--- src/rtl/ofs_pkg.sv ---
package ofs_pkg;
  // Strobes from the sequencer to the datapath
  typedef struct packed {
    logic clrCell;   // return cell pointer to 0
    logic incCell;   // advance to next cell
    logic clrStep;   // restart the ramp at 0
    logic incStep;   // next ramp step
    logic wrRes;     // store result for current cell
    logic wrOvf;     // result is saturated
    logic strobeOn;  // sense strobe phase
    logic drive;     // inputs applied to the selected column
  } ofsCmd_t;
endpackage

--- src/rtl/ofs_ctrl.sv ---
module ofs_ctrl
  import ofs_pkg::*;
#(
  parameter int HOLD_W     = 8,
  parameter int SETTLE_CYC = 4
) (
  input  logic              clk,
  input  logic              rstN,
  input  logic              start,
  input  logic [HOLD_W-1:0] holdCycles,
  input  logic              cellOut,
  input  logic              stepAtMax,
  input  logic              lastCell,
  output ofsCmd_t           cmd,
  output logic              busy,
  output logic              done
);
  localparam int SET_W = (SETTLE_CYC > 1) ? $clog2(SETTLE_CYC) : 1;
  localparam logic [SET_W-1:0] SET_LAST = SET_W'(SETTLE_CYC - 1);

  typedef enum logic [1:0] {ST_IDLE, ST_SETTLE, ST_STROBE} state_t;

  state_t            state, stateN;
  logic [SET_W-1:0]  settleCnt, settleCntN;
  logic [HOLD_W-1:0] holdCnt, holdCntN, holdReg, holdEff;
  logic              doneN;

  assign holdEff = (holdReg == '0) ? HOLD_W'(1) : holdReg;
  assign busy    = (state != ST_IDLE);

  always_comb begin
    stateN     = state;
    settleCntN = settleCnt;
    holdCntN   = holdCnt;
    doneN      = 1'b0;
    cmd        = '0;
    cmd.drive    = (state != ST_IDLE);
    cmd.strobeOn = (state == ST_STROBE);
    unique case (state)
      ST_IDLE: if (start) begin
        cmd.clrCell = 1'b1;
        cmd.clrStep = 1'b1;
        settleCntN  = '0;
        stateN      = ST_SETTLE;
      end
      ST_SETTLE: begin
        if (settleCnt == SET_LAST) begin
          holdCntN = '0;
          stateN   = ST_STROBE;
        end else begin
          settleCntN = settleCnt + 1'b1;
        end
      end
      ST_STROBE: begin
        if (holdCnt == holdEff - 1'b1) begin
          settleCntN = '0;
          if (cellOut && !stepAtMax) begin
            cmd.incStep = 1'b1;
            stateN      = ST_SETTLE;
          end else begin
            cmd.wrRes   = 1'b1;
            cmd.wrOvf   = cellOut;
            cmd.clrStep = 1'b1;
            if (lastCell) begin
              cmd.clrCell = 1'b1;
              doneN       = 1'b1;
              stateN      = ST_IDLE;
            end else begin
              cmd.incCell = 1'b1;
              stateN      = ST_SETTLE;
            end
          end
        end else begin
          holdCntN = holdCnt + 1'b1;
        end
      end
      default: stateN = ST_IDLE;
    endcase
  end

  always_ff @(posedge clk) begin
    if (!rstN) begin
      state     <= ST_IDLE;
      settleCnt <= '0;
      holdCnt   <= '0;
      holdReg   <= '0;
      done      <= 1'b0;
    end else begin
      state     <= stateN;
      settleCnt <= settleCntN;
      holdCnt   <= holdCntN;
      done      <= doneN;
      if (state == ST_IDLE && start) holdReg <= holdCycles;
    end
  end

  // completion pulse lasts a single cycle
  assert_done_pulse_R9: assert property (@(posedge clk) disable iff (!rstN)
    done |=> !done);
  // no activity in the cycle after done
  assert_idle_after_done_R9: assert property (@(posedge clk) disable iff (!rstN)
    done |-> !busy);
endmodule

--- src/rtl/ofs_datapath.sv ---
module ofs_datapath
  import ofs_pkg::*;
#(
  parameter int ROW_W    = 5,
  parameter int COL_W    = 4,
  parameter int STEP_W   = 5,
  parameter int STEP_MAX = 15
) (
  input  logic                    clk,
  input  logic                    rstN,
  input  ofsCmd_t                 cmd,
  input  logic [ROW_W+COL_W-1:0]  rdAddr,
  output logic                    stepAtMax,
  output logic                    lastCell,
  output logic [ROW_W-1:0]        rowAddr,
  output logic [COL_W-1:0]        colAddr,
  output logic [(1<<ROW_W)-1:0]   senseEn,
  output logic [(1<<COL_W)-1:0]   inEn,
  output logic [STEP_W-1:0]       stepCode,
  output logic [STEP_W:0]         rdData
);
  localparam int ADDR_W = ROW_W + COL_W;
  localparam int CELLS  = 1 << ADDR_W;
  localparam int ROWS   = 1 << ROW_W;
  localparam int COLS   = 1 << COL_W;

  logic [ADDR_W-1:0] cellIdx;
  logic [STEP_W:0]   resMem [CELLS];

  assign rowAddr   = cellIdx[ADDR_W-1:COL_W];
  assign colAddr   = cellIdx[COL_W-1:0];
  assign stepAtMax = (stepCode == STEP_W'(STEP_MAX));
  assign lastCell  = (cellIdx == ADDR_W'(CELLS - 1));

  always_ff @(posedge clk) begin
    if (!rstN) begin
      cellIdx  <= '0;
      stepCode <= '0;
    end else begin
      if (cmd.clrCell)      cellIdx <= '0;
      else if (cmd.incCell) cellIdx <= cellIdx + 1'b1;
      if (cmd.clrStep)      stepCode <= '0;
      else if (cmd.incStep) stepCode <= stepCode + 1'b1;
    end
  end

  // Row strobe gating: only the addressed row ever sees the strobe
  for (genvar r = 0; r < ROWS; r++) begin : g_rowGate
    assign senseEn[r] = cmd.strobeOn && (rowAddr == ROW_W'(r));
  end
  // Column input gating: unselected columns held at zero
  for (genvar c = 0; c < COLS; c++) begin : g_colGate
    assign inEn[c] = cmd.drive && (colAddr == COL_W'(c));
  end

  always_ff @(posedge clk) begin
    if (cmd.wrRes) resMem[cellIdx] <= {cmd.wrOvf, stepCode};
    rdData <= resMem[rdAddr];
  end

  // a single cell active at most
  assert_one_cell_R2: assert property (@(posedge clk) disable iff (!rstN)
    $onehot0(senseEn) && $onehot0(inEn));
  // ramp moves up by one or restarts at zero
  assert_step_ramp_R3: assert property (@(posedge clk) disable iff (!rstN)
    (stepCode != $past(stepCode)) |-> (stepCode == $past(stepCode) + 1'b1 || stepCode == '0));
  // code changes only while the strobe is low
  assert_precharge_R4: assert property (@(posedge clk) disable iff (!rstN)
    (stepCode != $past(stepCode)) |-> (senseEn == '0));
  // code stable across a strobe
  assert_step_stable_R5: assert property (@(posedge clk) disable iff (!rstN)
    (cmd.strobeOn && $past(cmd.strobeOn)) |-> $stable(stepCode));
  // saturated writes carry the ceiling code
  assert_no_overflow_R7: assert property (@(posedge clk) disable iff (!rstN)
    (cmd.wrRes && cmd.wrOvf) |-> stepAtMax);
endmodule

--- src/rtl/ofs_search_top.sv ---
module ofs_search_top
  import ofs_pkg::*;
#(
  parameter int ROW_W      = 5,
  parameter int COL_W      = 4,
  parameter int STEP_W     = 5,
  parameter int STEP_MAX   = 15,
  parameter int HOLD_W     = 8,
  parameter int SETTLE_CYC = 4
) (
  input  logic                     clk,
  input  logic                     rstN,
  input  logic                     start,
  input  logic [HOLD_W-1:0]        holdCycles,
  input  logic                     cellOut,
  input  logic [ROW_W+COL_W-1:0]   rdAddr,
  output logic                     busy,
  output logic                     done,
  output logic [ROW_W-1:0]         rowAddr,
  output logic [COL_W-1:0]         colAddr,
  output logic [(1<<ROW_W)-1:0]    senseEn,
  output logic [(1<<COL_W)-1:0]    inEn,
  output logic [STEP_W-1:0]        stepCode,
  output logic [STEP_W:0]          rdData
);
  ofsCmd_t cmd;
  logic    stepAtMax, lastCell;

  ofs_ctrl #(.HOLD_W(HOLD_W), .SETTLE_CYC(SETTLE_CYC)) u_ctrl (
    .clk, .rstN, .start, .holdCycles, .cellOut,
    .stepAtMax, .lastCell, .cmd, .busy, .done
  );

  ofs_datapath #(.ROW_W(ROW_W), .COL_W(COL_W), .STEP_W(STEP_W), .STEP_MAX(STEP_MAX)) u_dp (
    .clk, .rstN, .cmd, .rdAddr, .stepAtMax, .lastCell,
    .rowAddr, .colAddr, .senseEn, .inEn, .stepCode, .rdData
  );

  // idle array is fully quiet
  assert_idle_quiet_R1: assert property (@(posedge clk) disable iff (!rstN)
    !busy |-> (senseEn == '0 && inEn == '0 && stepCode == '0));
endmodule

--- config.mk ---
export PLATFORM = sky130hd
export DESIGN_NAME = ofs_search_top
export DESIGN_NICKNAME = d
export VERILOG_FILES = /design/src/rtl/ofs_pkg.sv /design/src/rtl/ofs_ctrl.sv /design/src/rtl/ofs_datapath.sv /design/src/rtl/ofs_search_top.sv
export SDC_FILE = /design/constraint.sdc
export NUM_CORES = 2
export LEC_CHECK = 0
export BUFFER_PORTS_ARGS = -buffer_cell sky130_fd_sc_hd__buf_2
export CORE_MARGIN = 2
export CORE_UTILIZATION = 65
export DETAILED_ROUTE_END_ITERATION = 10
export PLACE_DENSITY = 0.77
export SYNTH_ARGS = -nofsm -noshare
export SYNTH_HDL_FRONTEND = slang
export SYNTH_SLANG_ARGS = --single-unit
--- constraint.sdc ---
create_clock -name clk -period 26.1 [get_ports clk]
set_clock_uncertainty 0.2 [all_clocks]
set_input_delay 1.305 -clock clk [delete_from_list [all_inputs] [get_ports clk]]
set_output_delay 1.305 -clock clk [all_outputs]
set_load 0.02 [all_outputs]
# Word-level counts from Yosys, hierarchy flattened

Memories as Yosys holds them, arrays and structs flattened. A register that Yosys moved wholly into a read port is not among the register bits.
Index checks and enable logic that the tools add are counted.
Widths: inputs -> output; s select.

Add/subtract/negate cells: 5
Equality and inequality tests: 57
Multiplexer cells: 27
Bitwise gates (word level): 3
Reductions and logical operators: 64

Operators by type and width:

| kind                | number |
|---|---|
| $eq 5x5->1 const B  | 16 |
| $logic_and 1x1->1   | 50 |
| $eq 5x4->1 const B  | 9 |
| $eq 4x4->1 const B  | 8 |
| $mux 8              | 3 |
| $eq 5x3->1 const B  | 4 |
| $eq 4x3->1 const B  | 4 |
| $pmux 8 s2          | 1 |
| $mux 2              | 7 |
| $pmux 2 s3          | 2 |
| $eq 5x2->1 const B  | 2 |
| $add 9x1->9 const B | 1 |
| $eq 9x9->1 const B  | 1 |
| $mux 1              | 9 |
| $add 8x1->8 const B | 1 |
| $eq 4x2->1 const B  | 2 |
| $eq 8x8->1          | 1 |
| $logic_not 8->1     | 1 |
| $ne 2x2->1 const B  | 4 |
| $sub 8x1->8 const B | 1 |
| $mux 3              | 2 |
| $mux 6              | 1 |
| $reduce_and 3->1    | 2 |
| $add 5x1->5 const B | 1 |
| other kinds (17)    | 23 |

Flip-flop bits (word level): 35
Bits in writable memories: 3,072
Output and inout bits: 70
Word-level logic and storage cells: 164
Memories kept: 1

Memories:

| memory      | depth | bits a word | rd ports | clocked after Yosys merged registers in | write ports | line               | RTL |
|---|---|---|---|---|---|---|---|
| u_dp.resMem | 512   | 6           | 1        | 1                                       | 1           | ofs_datapath.sv:28 | `logic [STEP_W:0] resMem [CELLS];` |

# Logic depth before layout (Yosys ltp)

Depth in word-level cells: 8
Gate-level depth with buffers: 13

# Cells and area by module

From an unflattened synthesis, not the netlist that was laid out.

Cell total of the unflattened synthesis: 6,482
Area total of the unflattened synthesis: 123,438.4 um^2

Modules (own cells, without submodules):

| module       | times used | cells each | area an instance (um^2) |
|---|---|---|---|
| ofs_datapath | 1          | 6,329      | 122,158.4 |
| ofs_ctrl     | 1          | 153        | 1,280.0 |

# Least setup slack after synthesis

No wires, ideal clock.

Kind: register to register
From: register u_dp.stepCode[1]
To: memory u_dp.resMem[0][5] in the netlist's numbering (data pin)
Arrival: 14.539 ns
Slack: 9.811 ns
Stages on the path, launching flop included: 5
Path buffers: 0
Clock period less this slack: 16.289 ns
Cell sequence: dfxtp_1 -> ha_1 -> and3_1 -> ha_1 -> and3_1

RTL lines:

| what                   | line               | RTL |
|---|---|---|
| start, declared        | ofs_datapath.sv:19 | `output logic [STEP_W-1:0] stepCode,` |
| start signal, assigned | ofs_datapath.sv:43 | `else if (cmd.incStep) stepCode <= stepCode + 1'b1;` |
| end, declared          | ofs_datapath.sv:28 |  |

==> impl.org <==
** STA
- Fin crit share :: a little under 30%
- Setup violations remaining at the end of the flow were counted as 0.
- Final TNS setup :: 0 ns
- The number of max-slew violations in the final report was 0.
- In this run the tightest slew margin relative to its limit is between 10% and 20%.
- RSZ-0062 raised after global routing :: no
- The final hold violation count is 0.
- At the pin with the least slew margin, the transition time is 1.29 ns.
- The worst path needs 7.75 ns of the cycle, external delays included.
- Fmax :: 129 MHz

** Place
- The wire-length estimate of the detail-placed layout is 177000 microns.
- In this run, placement finished with an instance count of 8755.
- In this run the tool buffered the top-level ports with 90 buffer cells.
- The congestion estimate from routability-driven global placement came to 0.920.

** Clock network
- The clock passes through at most 4 buffers.
- Resized cells post-CTS :: 0
- TritonCTS created 315 clock buffers.
- CTS tree :: done
- Number of H-tree levels :: 5
- Clock-pin slew was measured on the worst setup and hold paths at 0.06 ns.
- Clock sinks :: between 3000 and 4000
- Buffers added to address setup during post-CTS repair amount to 0.
- Number of hold-repair buffers added at the cts stage :: 0
- At the later pin of the worst-skew pair, clock insertion delay measures 0.98 ns.
- CTS Root Cell :: clkbuf_16

** Global route
- First-pass GRT wire length :: 451000 microns
- Global route overflow :: 0
- Maximum number of pins on one net before global-route repair :: 182
- The initial antenna violation count came to 17.
- Global routing used around a third of the available tracks across all layers.
- Vias in the first global route :: 65650

** Job
- Max cap viols :: 0

** Synthesis
- Counting distinct cell types in the post-synthesis netlist gives 65.
- Yosys mapped a number of flops with a built-in enable equal to 3072.
- Counting flops with an async set or reset pin after synthesis yields a share of 0%.
- Top cells by area in the synthesized netlist :: edfxtp_1 (75%), mux4_2 (9.8%), mux2i_1 (4.2%)
- Main flop type after synthesis :: edfxtp_1
- Syn_area_per_cell :: 18.9 sq um
- Synthesis handed over a netlist of roughly 6500 instances.
- Netlist area before placement :: between 100000 and 150000 sq um
- The share of synthesized area in the top cell type comes to between 70 and 80%.
- The largest total area in the synthesized netlist belongs to edfxtp_1.
- For this run, the number of Yosys warnings is 0.
- Register bit total from synthesis :: 3113
- Sequential area share after synthesis :: between 70% and 80%
- Syn Nets :: 6519

** Worst setup path
- The slowest stage of the critical path belongs to the cell buf_4.
- Worst Setup Start Kind :: input pin
- In this run the worst path has a maximum fanout of 113.
- Data required time at the worst endpoint :: between 20 and 30 ns
- The setup path with the least slack is of type input pin to flip-flop.
- Data arrival, critical path :: 8.37 ns
- For this run, the slowest stage of the critical path takes 0.87 ns.
- CP Cell Sequence :: buf_12, buf_12, buf_4, buf_12, buf_4, buf_4, mux2i_1, o221ai_1, o31ai_1, nor4_1, nand3_1, and4_1, nor4_1
- Critical Path Sink Type :: flip-flop

** Pwr
- Cell leakage power :: roughly 0.047 uW
- Of the total power, combinational logic draws 2.9%.
- Net switching power :: 2010 uW
- Switching portion of total power :: 20.1%
- Power per Cell Area :: 74.0 nW/um^2
- Peak supply drop :: 97.8 uV
- Clock share of power :: between 40% and 50%
- Flop pwr share :: 54.2%
- Pint :: between 7000 and 8000 uW

** Die
- Number of primary I/O pins :: 91
- Initial Utilization :: between 60% and 70%
- The floorplan step set the die height to 438 microns.
- Row generation in the floorplan step produced about 160 rows.
- The core region is 188000 sq um.
- The floorplan step defined a die boundary enclosing 192000 sq um.
- The floorplan step set the die width to ~440 microns.

** Cells and area
- Of the cells placed in the final design, the portion with a size suffix greater than 1 is 17.3%.
- Final standard cell count with taps included and fillers excluded :: 9295
- Area growth from synthesis to layout :: 10.2%
- Counting the fill cells in the layout gives 10568.
- Post-layout net count :: 6608

** Route
- The detail route stage leaves a number of antenna-violating nets equal to 0.
- Average vias per placed instance :: 7.16
- After detailed routing, the number of remaining DRC violations is 0.
- The final layout contains routed wiring with a total length of 312000 microns.
- The pre-antenna-repair detailed-routing pass consisted of 8 iterations.
- After detailed routing, the average wire length per cell comes to approximately 34 microns.
- After the first detailed-routing iteration, the DRC count stood at 10166.
- For this block, the via count after detailed routing is 66586.

** Min path
- In this run the worst hold path is classified as flip-flop to flip-flop.

** Outcome
- Run status :: finished clean
-- Yosys cell counts, types with 13 or more instances --
master / instances
mux2i_1: 510
a21oi_1: 144
buf_4: 23
o221ai_1: 191
nand2_1: 169
nand4_1: 28
nor3_1: 87
buf_1: 35
a211o_1: 20
mux4_2: 535
a22oi_1: 45
nor2b_1: 17
o22ai_1: 127
edfxtp_1: 3072
a211oi_1: 26
o21ai_0: 87
o21a_1: 13
dfxtp_1: 41
nand2b_1: 17
a21boi_0: 13
and3_1: 14
o31ai_1: 30
clkbuf_1: 253
buf_2: 110
or3_1: 25
a2111oi_0: 15
nor2_1: 618
nand3_1: 47
nor4_1: 42
-- path summary, 6_finish.rpt --
check               startpoint  slack, ns                  end  cells past startpoint
max                  rdAddr[0]      18.35       u_dp.rdData[1]                     13
min          u_ctrl.holdReg[7]       0.29    u_ctrl.holdReg[7]                      2
max reg2reg  u_ctrl.holdReg[4]      18.51  u_dp.resMem[261][5]                     12
min reg2reg  u_ctrl.holdReg[7]       0.29    u_ctrl.holdReg[7]                      2
-- power groups by stage --
stage	Sequential [uW]	Combinational, uW	Clock, uW
after floorplan	5520	191	0
after global placement	5520	278	0
after detailed placement	5520	280	0
after CTS	5410	282	4310
after global routing	5410	297	4500
final	5410	287	4300
-- worst max-delay path: cells and delay by family --
| kind | cells | cell delay, ns |
|---|---|---|
| mux | 1 | 0.17 |
| simple gates | 4 | 1.41 |
| buf+inv | 6 | 4.30 |
| compound gates | 2 | 0.57 |
-- cell usage in the layout (no fill, tap or decap), drive strengths merged, types with 45 or more instances in the layout --
cell,synthesis,routed
a21oi,144,144
a22oi,45,45
buf,170,195
clkbuf,253,393
clkinv,0,103
edfxtp,3072,3072
mux2i,510,510
mux4,535,535
nand2,169,169
nand3,47,47
nor2,619,619
nor3,87,87
nor4,45,45
o21ai,88,88
o221ai,191,191
o22ai,127,127
-- metal layers --
metal	track usage [%]	up-vias	share of wire, %
met2	49.6	4982	47
li1	-	26755	-
met4	14.3	10	4.8
met3	8.36	830	13
met5	0	-	0.020
met1	45.7	34009	36
-- cells by family after synthesis --
| kind of cell | synth area share [%] |
|---|---|
| simple gates | 4.10 |
| compound gates | 4.25 |
| xor+xnor | 0.0715 |
| buf+inv | 1.52 |
| fa+ha+maj | 0.102 |
| mux | 14.0 |
| flops | 75.9 |
-- per-stage QoR --
| stage | cell area (sq um) | power (uW) | hold slack, ns | worst slack [ns] | utilization (%) |
|---|---|---|---|---|---|
| after CTS | 135000 | 10000 | 0.296 | 18.47 | 72.0 |
| final | 135000 | 10000 | 0.294 | 18.35 | 72.0 |
| after detailed placement | 125000 | 5800 | 0.288 | 17.51 | 66.9 |
| after global placement | 125000 | 5800 | 0.288 | 17.65 | 66.9 |
| after global routing | 135000 | 10200 | 0.316 | 17.91 | 72.0 |
| after floorplan | 123000 | 5710 | 0.264 | 9.81 | - |
-- area by class of cell --
| type | count | area [sq um] | share of cell area (%) |
|---|---|---|---|
| Antenna cell | 10 | 25.0 | 0.0185 |
| Clock buffer | 393 | 8400 | 6.22 |
| Clock inverter | 137 | 1200 | 0.889 |
| Inverter | 11 | 48.8 | 0.0361 |
| Multi-Input combinational cell | 2941 | 27800 | 20.6 |
| Sequential cell | 3113 | 93100 | 68.9 |
| Tap cell | 2495 | 3120 | 2.31 |
| Timing Repair Buffer | 195 | 1400 | 1.04 |
-- flip-flops by register name, indices dropped and copies added (netlist names) --
name,flops
u_dp.cellIdx,9
u_ctrl.done,1
u_ctrl.holdReg,8
u_ctrl.settleCnt,2
u_dp.rdData,6
u_dp.resMem,3072
u_ctrl.holdCnt,8
u_dp.stepCode,5
u_ctrl.state,2
No activity file was read; power rests on OpenSTA's default activity.
